[config.mk]
export PLATFORM = sky130hd
export DESIGN_NAME = gpx_pair_bank
export DESIGN_NICKNAME = d
export VERILOG_FILES = /design/src/rtl/gpx_pkg.sv /design/src/rtl/gpx_sync2.sv /design/src/rtl/gpx_pin_cell.sv /design/src/rtl/gpx_pair_bank.sv
export SDC_FILE = /design/constraint.sdc
export NUM_CORES = 1
export LEC_CHECK = 0
export ABC_CLOCK_PERIOD_IN_PS = 800
export BUFFER_PORTS_ARGS = -buffer_cell sky130_fd_sc_hd__buf_2
export CAP_MARGIN = 20
export CORE_ASPECT_RATIO = 1.4
export CORE_UTILIZATION = 38
export CTS_CLUSTER_SIZE = 20
export DETAILED_ROUTE_END_ITERATION = 10
export PLACE_DENSITY = 0.75
export SYNTH_ARGS = -nofsm -noshare
export SYNTH_HDL_FRONTEND = slang
export SYNTH_SLANG_ARGS = --single-unit
export TNS_END_PERCENT = 1
[constraint.sdc]
create_clock -name clk -period 0.8 [get_ports clk]
set_input_delay 0.04 -clock clk [delete_from_list [all_inputs] [get_ports clk]]
set_output_delay 0.04 -clock clk [all_outputs]
set_load 0.005 [all_outputs]
[src/rtl/gpx_pkg.sv]
package gpx_pkg;
    localparam int REG_W  = 32;
    localparam int HALF_W = REG_W / 2;
    localparam int MAX_PINS = HALF_W / 2;

    typedef enum logic {
        PIN_IN  = 1'b0,
        PIN_OUT = 1'b1
    } pin_dir_e;
endpackage

[src/rtl/gpx_sync2.sv]
module gpx_sync2 #(
    parameter int W = 8
) (
    input  logic         clk,
    input  logic         rst_n,
    input  logic [W-1:0] d_async,
    output logic [W-1:0] q_sync
);
    logic [W-1:0] stage1;

    always_ff @(posedge clk or negedge rst_n) begin
        if (!rst_n) begin
            stage1 <= '0;
            q_sync <= '0;
        end else begin
            stage1 <= d_async;
            q_sync <= stage1;
        end
    end
endmodule

[src/rtl/gpx_pin_cell.sv]
module gpx_pin_cell
    import gpx_pkg::*;
(
    input  logic       clk,
    input  logic       rst_n,
    input  logic       cmd_valid,
    input  logic       lvl_clr,
    input  logic       lvl_set,
    input  logic       dir_on,
    input  logic       dir_off,
    input  logic       in_sync,
    output logic       level,
    output logic       drive_en,
    output logic [1:0] rd_lvl_pair,
    output logic [1:0] rd_dir_pair
);
    pin_dir_e state_q, state_d;
    logic     level_d;

    // direction state machine: next state
    always_comb begin
        state_d = state_q;
        unique case (state_q)
            PIN_IN:  if (cmd_valid && dir_on && !dir_off) state_d = PIN_OUT; // GO_OUT
            PIN_OUT: if (cmd_valid && dir_off && !dir_on) state_d = PIN_IN;  // GO_IN
            default: state_d = PIN_IN;
        endcase
    end

    always_comb begin
        level_d = level;
        if (cmd_valid && lvl_set && !lvl_clr)
            level_d = 1'b1;
        else if (cmd_valid && lvl_clr && !lvl_set)
            level_d = 1'b0;
    end

    // state register and latch
    always_ff @(posedge clk or negedge rst_n) begin
        if (!rst_n) begin
            state_q <= PIN_IN;
            level   <= 1'b0;
        end else begin
            state_q <= state_d;
            level   <= level_d;
        end
    end

    // outputs
    always_comb begin
        drive_en    = 1'b0;
        rd_lvl_pair = 2'b00;
        rd_dir_pair = 2'b00;
        unique case (state_q)
            PIN_IN: begin
                rd_lvl_pair = {in_sync, 1'b0};
            end
            PIN_OUT: begin
                drive_en    = 1'b1;
                rd_lvl_pair = {1'b0, level};
                rd_dir_pair = 2'b01;
            end
            default: ;
        endcase
    end
endmodule

[src/rtl/gpx_pair_bank.sv]
module gpx_pair_bank
    import gpx_pkg::*;
#(
    parameter int NPINS = 8
) (
    input  logic             clk,
    input  logic             rst_n,
    input  logic             wr_en,
    input  logic [REG_W-1:0] wr_data,
    output logic [REG_W-1:0] rd_data,
    input  logic [NPINS-1:0] pin_in,
    output logic [NPINS-1:0] pin_out,
    output logic [NPINS-1:0] pin_oe
);
    localparam int PAIR = 2;

    logic [NPINS-1:0] in_sync;
    logic [1:0]       lvl_pair [NPINS];
    logic [1:0]       dir_pair [NPINS];

    gpx_sync2 #(.W(NPINS)) u_sync (
        .clk     (clk),
        .rst_n   (rst_n),
        .d_async (pin_in),
        .q_sync  (in_sync)
    );

    for (genvar i = 0; i < NPINS; i++) begin : g_pin
        gpx_pin_cell u_cell (
            .clk         (clk),
            .rst_n       (rst_n),
            .cmd_valid   (wr_en),
            .lvl_clr     (wr_data[PAIR*i]),
            .lvl_set     (wr_data[PAIR*i+1]),
            .dir_on      (wr_data[HALF_W+PAIR*i]),
            .dir_off     (wr_data[HALF_W+PAIR*i+1]),
            .in_sync     (in_sync[i]),
            .level       (pin_out[i]),
            .drive_en    (pin_oe[i]),
            .rd_lvl_pair (lvl_pair[i]),
            .rd_dir_pair (dir_pair[i])
        );
    end

    always_comb begin
        rd_data = '0;
        for (int i = 0; i < NPINS; i++) begin
            rd_data[PAIR*i +: PAIR]        = lvl_pair[i];
            rd_data[HALF_W+PAIR*i +: PAIR] = dir_pair[i];
        end
    end
endmodule

== Yosys cells after proc, flatten, opt, wreduce, memory -nomap -nowiden ==
Cells that the tools add are included.

* Register bits: 32
* Input bits: 43

* Muxes and demuxes: 64
* Bitwise operators: 8
* Reductions and logical operators: 104

{| class="wikitable"
|+ Operators by type and width
! cell !! number
|-
| logical AND 1 bit || 64
|-
| 2-to-1 mux 1 bit || 48
|-
| zero test 1 bit || 32
|-
| one-hot mux 2 bit (2 select lines) || 8
|-
| one-hot mux 1 bit (2 select lines) || 8
|-
| nonzero test 2 bit || 8
|-
| inverter 1 bit || 8
|}

== Depth between registers and ports, before layout ==
Gate-level depths: netlist of run 1.

* Depth in word-level cells: 4
* Gate-level depth with buffers: 4
* Gate-level depth less buffers: 3

== Hierarchy ==
Synthesis of run 1 repeated with hierarchy kept, for this count alone.

* Cell total of the unflattened synthesis: 144
* Area total of the unflattened synthesis: 1371.3 µm²

{| class="wikitable"
|+ By module, submodules not included
! module !! times used !! cells an instance !! area each (µm²) !! sequential area each (µm²)
|-
| gpx_pin_cell || 8 || 16 || 121.4 || 50.0
|-
| gpx_sync2 || 1 || 16 || 400.4 || 400.4
|}

== Worst setup path after synthesis of run 1 ==
Ideal clock, no wire load.

* Path kind: register to register
* From: reg g_pin[0].u_cell.state_q
* To: reg g_pin[0].u_cell.state_q
* Setup time: 119 ps
* Arrival time: 559 ps
* Setup slack: 122 ps
* Cell stages (with the launch flop): 3
* Buffers on the path: 0
* Clock period less this slack: 678 ps
* Cells stage by stage: dfrtp_1 a21oi_1 nor2_1

* Longest elaborated chain between the ends: 2

{| class="wikitable"
|+ Ends and longest elaborated chain
! element !! line !! source
|-
| start: declaration || gpx_pin_cell.sv:17 || <nowiki>pin_dir_e state_q, state_d;</nowiki>
|-
| start signal: assignment || gpx_pin_cell.sv:44 || <nowiki>state_q <= state_d;</nowiki>
|-
| inverter 1 bit || gpx_pin_cell.sv:23 || <nowiki>unique case (state_q)</nowiki>
|-
| one-hot mux 1 bit (2 select lines) * || gpx_pin_cell.sv:23 ||
|-
| named net g_pin[0].u_cell.state_d || gpx_pin_cell.sv:17 ||
|}

The timed path passes the listed nets; every way through them passes the cells marked *.
A chain may end at the register's enable or synchronous reset.

== Final worst setup path of run 1 ==
* From: reg g_pin[2].u_cell.state_q
* To: out rd_data[4]

* Longest elaborated chain between the ends: 2

{| class="wikitable"
|+ Ends and longest elaborated chain
! element !! line !! source
|-
| start: declaration || gpx_pin_cell.sv:17 ||
|-
| start signal: assignment || gpx_pin_cell.sv:44 ||
|-
| inverter 1 bit || gpx_pin_cell.sv:54 || <nowiki>unique case (state_q)</nowiki>
|-
| one-hot mux 2 bit (2 select lines) * || gpx_pin_cell.sv:54 ||
|-
| end: declaration || gpx_pair_bank.sv:10 || <nowiki>output logic [REG_W-1:0] rd_data,</nowiki>
|}

Every way passes the cells marked *; elsewhere a longest branch is shown, timed or not.

==> results.txt, run 1 <==
The number of antenna cells inserted is 0. The post-route fraction of the period consumed by the critical path is 127%. The worst hold-check slack is 12.5 ps. The slowest stage of the critical path belongs to the cell dfrtp_1. The number of search-and-repair iterations in the first detailed-routing pass is 4.

In this run the worst hold path is classified as input pin to flop. The die boundary height is 76.7 um. TritonCTS built the clock tree. The detailed placer's ending HPWL is 2080 um. The final critical path time including I/O delays and setup is 1010 ps. In the final design database the tool counted 299 nets.

The worst-case IR drop observed on VDD is 1220 uV. The wire length on met1 is 1300 um. The maximum buffer depth of the clock tree is 2.

In the layout the commonest cells are 79 x buf_2, 31 x dfrtp_1, 25 x a21oi_1. Fill cells in the final layout number 327. The final reports fail on setup timing. The routed design has 3250 um of wire.

The count of nets left with antenna violations once routing finished came out at 0. The cell area after synthesis is 1510 um2. The flow ran to the end, but the final reports show violations. The post-placement setup slack is 62.8 ps. The sum of overflow across all layers after global routing is 0.

Data on the critical path arrives at its endpoint at 970 ps. The via count came out at 1295. Synthesis produced 163 cells. The clock input transition at the sequential cells of the worst setup and hold paths came out at 60 ps. The setup skew after layout is 0.783 ps. The library cell used most frequently in the layout, excluding fill and tap cells, is buf_2.

The worst register-to-register path has a depth of 4. The cell depth of the worst setup path came out at 2. The layout overhead on the synthesized area is 45.1%. In this design, the largest share of critical-path delay is due to flip-flops.

The worst hold path depth is 3. The combined area of the multi-input logic cells is 430 um2. The DRC violation count after routing came out at 0.

The wire length of the first global-routing pass came out at 5310 um. The worst setup path is of the flop to output port kind. The number of max-cap violations came out at 0. The power consumption is 3810 uW. Synthesis inferred 32 register bits. Entering global routing, the biggest net connects 33 pins. The routed design uses 162 um of met3 wire. Counting the buffers created by CTS gives 5.

The routability congestion estimate from global placement is 0.724. The synthesized netlist contains 12 unique library cells. The worst setup path is captured at an output port.

The core area is 3740 um2. The H-tree level count is 2. Routed signal wires occupy layers up through met4. The number of primary I/O pins came out at 91. Across all setup checks in the final design, the least slack found is -212 ps.

The required time at the endpoint of the critical path is 760 ps. The share of cells above drive strength 1 is 40.6%. The critical-path maximum fanout came out at 6. The clock net sink count came out at 32. The portion of the post-synthesis area used by sequential elements came out at 52.9%. The number of global-route vias before repair came out at 1176. The number of rows created at floorplan is 26.

The total global routing track utilization is 16.0%. Timing would allow up to 0.988 GHz. The via density per instance came out at 4.35. The number of antenna violations at the first check in global routing is 0. The effective utilization at floorplan came out at 40.4%.

The count of final setup violators came out at 44. The average cell area after synthesis is 9.28 um2. In this run the clock root is driven by a clkbuf_8. The signal on the critical path passes through and2_1, buf_2. The max-slew violation total from the final report was 0.

The detail-routed net length per standard cell came out at 10.9 um. The count of buffering cells on the critical path with inverters included came out at 1. The clock latency on the worst-skew pair came out at 270 ps.

The total count of hold-check failures in the final report came out at 0. The sequential cells in the finished layout cover a total of 802 um2. The wire length on met2 is 1740 um. The starting DRC count in detailed routing is 54.

The static leakage power is 0.00121 uW. Port buffering added 82 buffers. Setup repair after global routing could not meet its margin everywhere. The floorplan step set the die width to 55.3 um. The worst setup path is launched from a flop. The stage delay of the slowest cell on the critical path came out at 430 ps.

The power density over the cells is 1740 nW/um2. The Yosys warning count came out at 0. The floorplan die area came out at 4240 um2.
-- flip-flops by register name (all words and copies together) (netlist names) --
| name | cells |
|---|---|
| g_pin.u_cell.level | 8 |
| g_pin.u_cell.state_q | 8 |
| u_sync.q_sync | 8 |
| u_sync.stage1 | 8 |
-- per-stage QoR --
stage	utilization, %	cells	cell area (um2)	TNS [ps]
after floorplan	-	170	1540	0
after global placement	47.9	262	1790	0
after global routing	58.7	298	2190	-7220
final	58.7	298	2190	-5180
after CTS	58.0	296	2170	-5660
after detailed placement	47.9	262	1790	0
-- what timing repair did --
| action | in CTS | in global routing |
|---|---|---|
| buffers inserted | 4 | 2 |
| pin swaps | 2 | 0 |
| endpoints found under the setup margin | 40 | 43 |
| resized for setup | 9 | 3 |
| hold buffers | 23 | 0 |
| hold endpoints to repair | 54 | 0 |
-- layout make-up --
class / instances / area share [%]
Sequential cell: 32 / 36.5
Timing Repair Buffer: 114 / 35.2
Multi-Input combinational cell: 87 / 19.6
Clock buffer: 6 / 3.31
Inverter: 16 / 2.74
Tap cell: 42 / 2.39
Clock inverter: 1 / 0.228
-- synth_stat cells --
cell type | n | area, um2
buf_4 | 33 | 248
dfrtp_1 | 32 | 801
a21oi_1 | 31 | 155
inv_1 | 16 | 60.1
nand2_1 | 15 | 56.3
nor2_1 | 15 | 56.3
and2_1 | 8 | 50.1
nor2b_1 | 8 | 50.1
buf_6 | 2 | 22.5
conb_1 | 1 | 3.75
o21ai_0 | 1 | 5.00
o21ai_1 | 1 | 5.00
-- kinds of logic (layout without fill, tap and decap cells) --
family	after synthesis	count (layout)	synth area share, %
compound gates	33	33	10.9
buf+inv	51	137	21.8
flops	32	32	52.9
other cells	1	8	0.248
simple gates	46	46	14.1
-- worst paths after layout --
kind	start	endpoint	slack, ps
max in group asynchronous	rst_n	g_pin[4].u_cell.state_q	360
worst min-delay path	wr_data[18]	g_pin[1].u_cell.state_q	10
worst min register to register	u_sync.stage1[1]	u_sync.q_sync[1]	350
worst max-delay path	g_pin[2].u_cell.state_q	rd_data[4]	-210
worst max register to register	g_pin[0].u_cell.state_q	g_pin[0].u_cell.state_q	-130
min in group asynchronous	rst_n	g_pin[7].u_cell.level	250
-- metal layers --
metal	track usage, %	vias up
met3	3.71	5
met2	27.8	49
li1	-	652
met5	0	-
met4	6.75	0
met1	18.6	589
-- worst register-to-register path: stages (launching register included) --
cell and delay (ps):
dfrtp_1 400, buf_6 130, buf_4 130, a21oi_2 100
nor2_1 50
-- report_power, final --
part	switching (uW)	total (uW)	internal [uW]	leakage [uW]
combinational	354	841	487	0.000781
clock	525	1110	589	0.0000410
sequential	104	1860	1750	0.000387
total	983	3810	2830	0.00121
No activity file was read; power rests on OpenSTA's default activity.
==> run 2: changes to the inputs <==
==> constraint.sdc (replaced) <==
create_clock -name clk -period 0.8 [get_ports clk]
set_input_delay 0.24 -clock clk [delete_from_list [all_inputs] [get_ports clk]]
set_output_delay 0.24 -clock clk [all_outputs]
set_load 0.005 [all_outputs]
==> run 2 against run 1 <==
The flow still finishes with violations (setup timing); sequential cell count did not move; largest cell class unchanged; critical path type unchanged; die area unchanged; hold slack better by 51 ps; critical endpoint is now rd_data[0]; critical path depth unchanged; highest routed layer unchanged; final area is 3.7% lower; sequential power about the same; count of clock-buffer cells in the layout grew 2.
==> results.txt, run 2 (synthesized netlist as in run 1, its figures left out) <==
Dividing total power by cell area gives a power density of 1880 nW/um2. The starting DRC count in detailed routing is 19. The worst register-to-register path begins at g_pin[7].u_cell.state_q. The number of antenna violations at the first check in global routing came out at 0. The number of CTS-inserted buffers is 5.

The worst-case IR drop observed on VDD is 1220 uV. The later pin in the worst-skew pair is clocked with a latency of 270 ps. The type of the worst min-delay path is input pin to flop. The kind of critical path is flop to output port. The core area came out at 3740 um2.

Entering global routing, the biggest net connects 33 pins. The clock net in this run drives a total of 32 sinks. The total global routing track utilization is 14.8%. The checks that failed: setup timing. The effective utilization at floorplan came out at 40.4%.

Summing all flip-flop and latch instances after layout gives 801 um2. The share of power burned in the clock network came out at 31.2%. Setup repair after global routing could not meet its margin everywhere. The worst hold-check slack came out at 63.2 ps. TritonCTS built the clock tree.

The run finished, with violations left. The via count is 1262. The net switching power of the design came out at 1020 uW. At the end of routability-driven placement, the weighted congestion stood at 0.711.

The internal power is 2950 uW. The number of rows created at floorplan is 26. The H-tree level count came out at 2. The detailed placer's ending HPWL is 2210 um.

The required time at the endpoint of the critical path is 560 ps. Measured on the finished design, the core utilization comes to 56.5%. The worst setup path is captured at an output port. Across the run, the number of max-cap violations was 0. The sequential group share of total power came out at 46.4%.

The first global-routing pass estimated 4890 um of wire. The count of port buffers added during placement is 82. The horizontal extent of the die came out at 55.3 um. The die covers 4240 um2.

The worst hold path depth is 1. The end of the worst hold path is u_sync.stage1[3]. Leaving out fill and tap cells, the most frequent cells in the layout are 79 x buf_2, 32 x dfrtp_1, 20 x a21oi_2. The clock input transition at the sequential cells of the worst setup and hold paths is 60 ps.

The share of cells above drive strength 1 came out at 51.8%. The cell count of the worst reg-to-reg path came out at 4. Setup violations remaining at the end of the flow were counted as 49. The number of nets still failing antenna checks after routing is 0. The static leakage power is 0.00118 uW. The commonest non-fill, non-tap cell in the layout is buf_2. The critical-path maximum fanout is 5. The final critical path time including I/O delays and setup is 1210 ps.

The setup skew after layout is 3.04 ps. The maximum clock frequency is 0.826 GHz. The longest clock path from root to sink contains 2 buffers.

The total non-filler cell area in the finished layout is 2110 um2. The count of nets after finishing is 287. The filler cell count is 349. For this block, the routed nets add up to 3110 um of wire.

The first detailed-routing pass took 4 iterations. The beginning of the worst hold path is pin_in[3]. The placed instances occupy a cell area of 1870 um2. The repair_antennas step left the layout with diodes totalling 0.

The total count of hold-check failures in the final report is 0. The worst endpoint data arrival time came out at 970 ps. The multi-input combinational cells in the finished layout cover a total of 483 um2.

The number of primary I/O pins is 91. The endpoint of the lowest-slack register-to-register path is g_pin[7].u_cell.state_q. The number of global-route vias before repair is 1186. The die is 76.7 um tall. The fraction of power spent switching nets is 25.7%. The clock tree root buffer cell is clkbuf_8. The share of total power in combinational logic is 22.5%. The worst path setup slack after routing is -410 ps.

In the routed design, unresolved DRC markers number 0. The via density per instance is 4.40. The power consumption is 3980 uW. The detail-routed net length per standard cell came out at 10.8 um. The max-slew violation total from the final report came to 0. The post-route fraction of the period consumed by the critical path came out at 151%. In this run the register-to-register setup slack is -140 ps.

After global routing the overflow that remains totals 0. The layout overhead on the synthesized area came out at 39.7%. STA classifies the critical path startpoint as a flop.
==> run 2: changes by cell type in the layout (fill, tap and decap cells not counted), sizes merged <==
cell / delta
dlygate4sd3: -22
clkbuf: +2
buf: +10
clkinv: -1
==> run 2: layer usage <==
metal  vias up  GRT usage (%)  part of all wire (%)
li1        626              -                     -
met1       583           14.8                    39
met2        49           27.3                    53
met3         4           6.24                   6.2
met5         -              0                     0
met4         0           4.50                   1.2
==> run 2: final cells by class <==
cell class / count / area share (%)
Timing Repair Buffer: 102 / 29.7
Tap cell: 42 / 2.49
Sequential cell: 32 / 37.9
Clock buffer: 8 / 4.26
Inverter: 16 / 2.84
Multi-Input combinational cell: 87 / 22.9
==> run 2: worst max path at each step <==
stage,from,endpoint,depth (start not counted)
3_3_place_gp,g_pin[4].u_cell.state_q,rd_data[8],2
4_1_cts,g_pin[2].u_cell.state_q,rd_data[4],2
5_1_grt,g_pin[0].u_cell.state_q,rd_data[0],2
6_report,g_pin[0].u_cell.state_q,rd_data[0],2
3_5_place_dp,wr_en,g_pin[6].u_cell.level,5
2_1_floorplan,g_pin[0].u_cell.state_q,rd_data[0],1
==> run 2: critical path, stage by stage, from the launching register on <==
cell and delay [ps]:
dfrtp_1 410, and2_1 170, buf_2 120
==> run 2: power by group through the flow <==
stage                     logic (uW)  clock network [uW]  registers, uW
after floorplan                  475                   0           1870
after global placement           722                   0           1870
after detailed placement         740                   0           1880
after CTS                        812                1290           1850
after global routing             989                1360           1870
final                            894                1240           1840
==> run 2: stage by stage <==
stage          TNS, ps  worst slack, ps  instances
2_1_floorplan        0             13.8        170
3_3_place_gp     -2660             -104        272
3_5_place_dp     -3140             -131        272
4_1_cts         -13410             -423        282
5_1_grt         -15710             -454        287
6_report        -13290             -410        287
==> run 2: what timing repair did <==
item / CTS / global route
setup buffers: 1 / 5
gates cloned: 0 / 0
endpoints found under the hold margin: 32 / 0
endpoints found under the setup margin: 47 / 52
gates resized for setup: 12 / 13
hold buffers: 1 / 0
pin swaps: 1 / 3
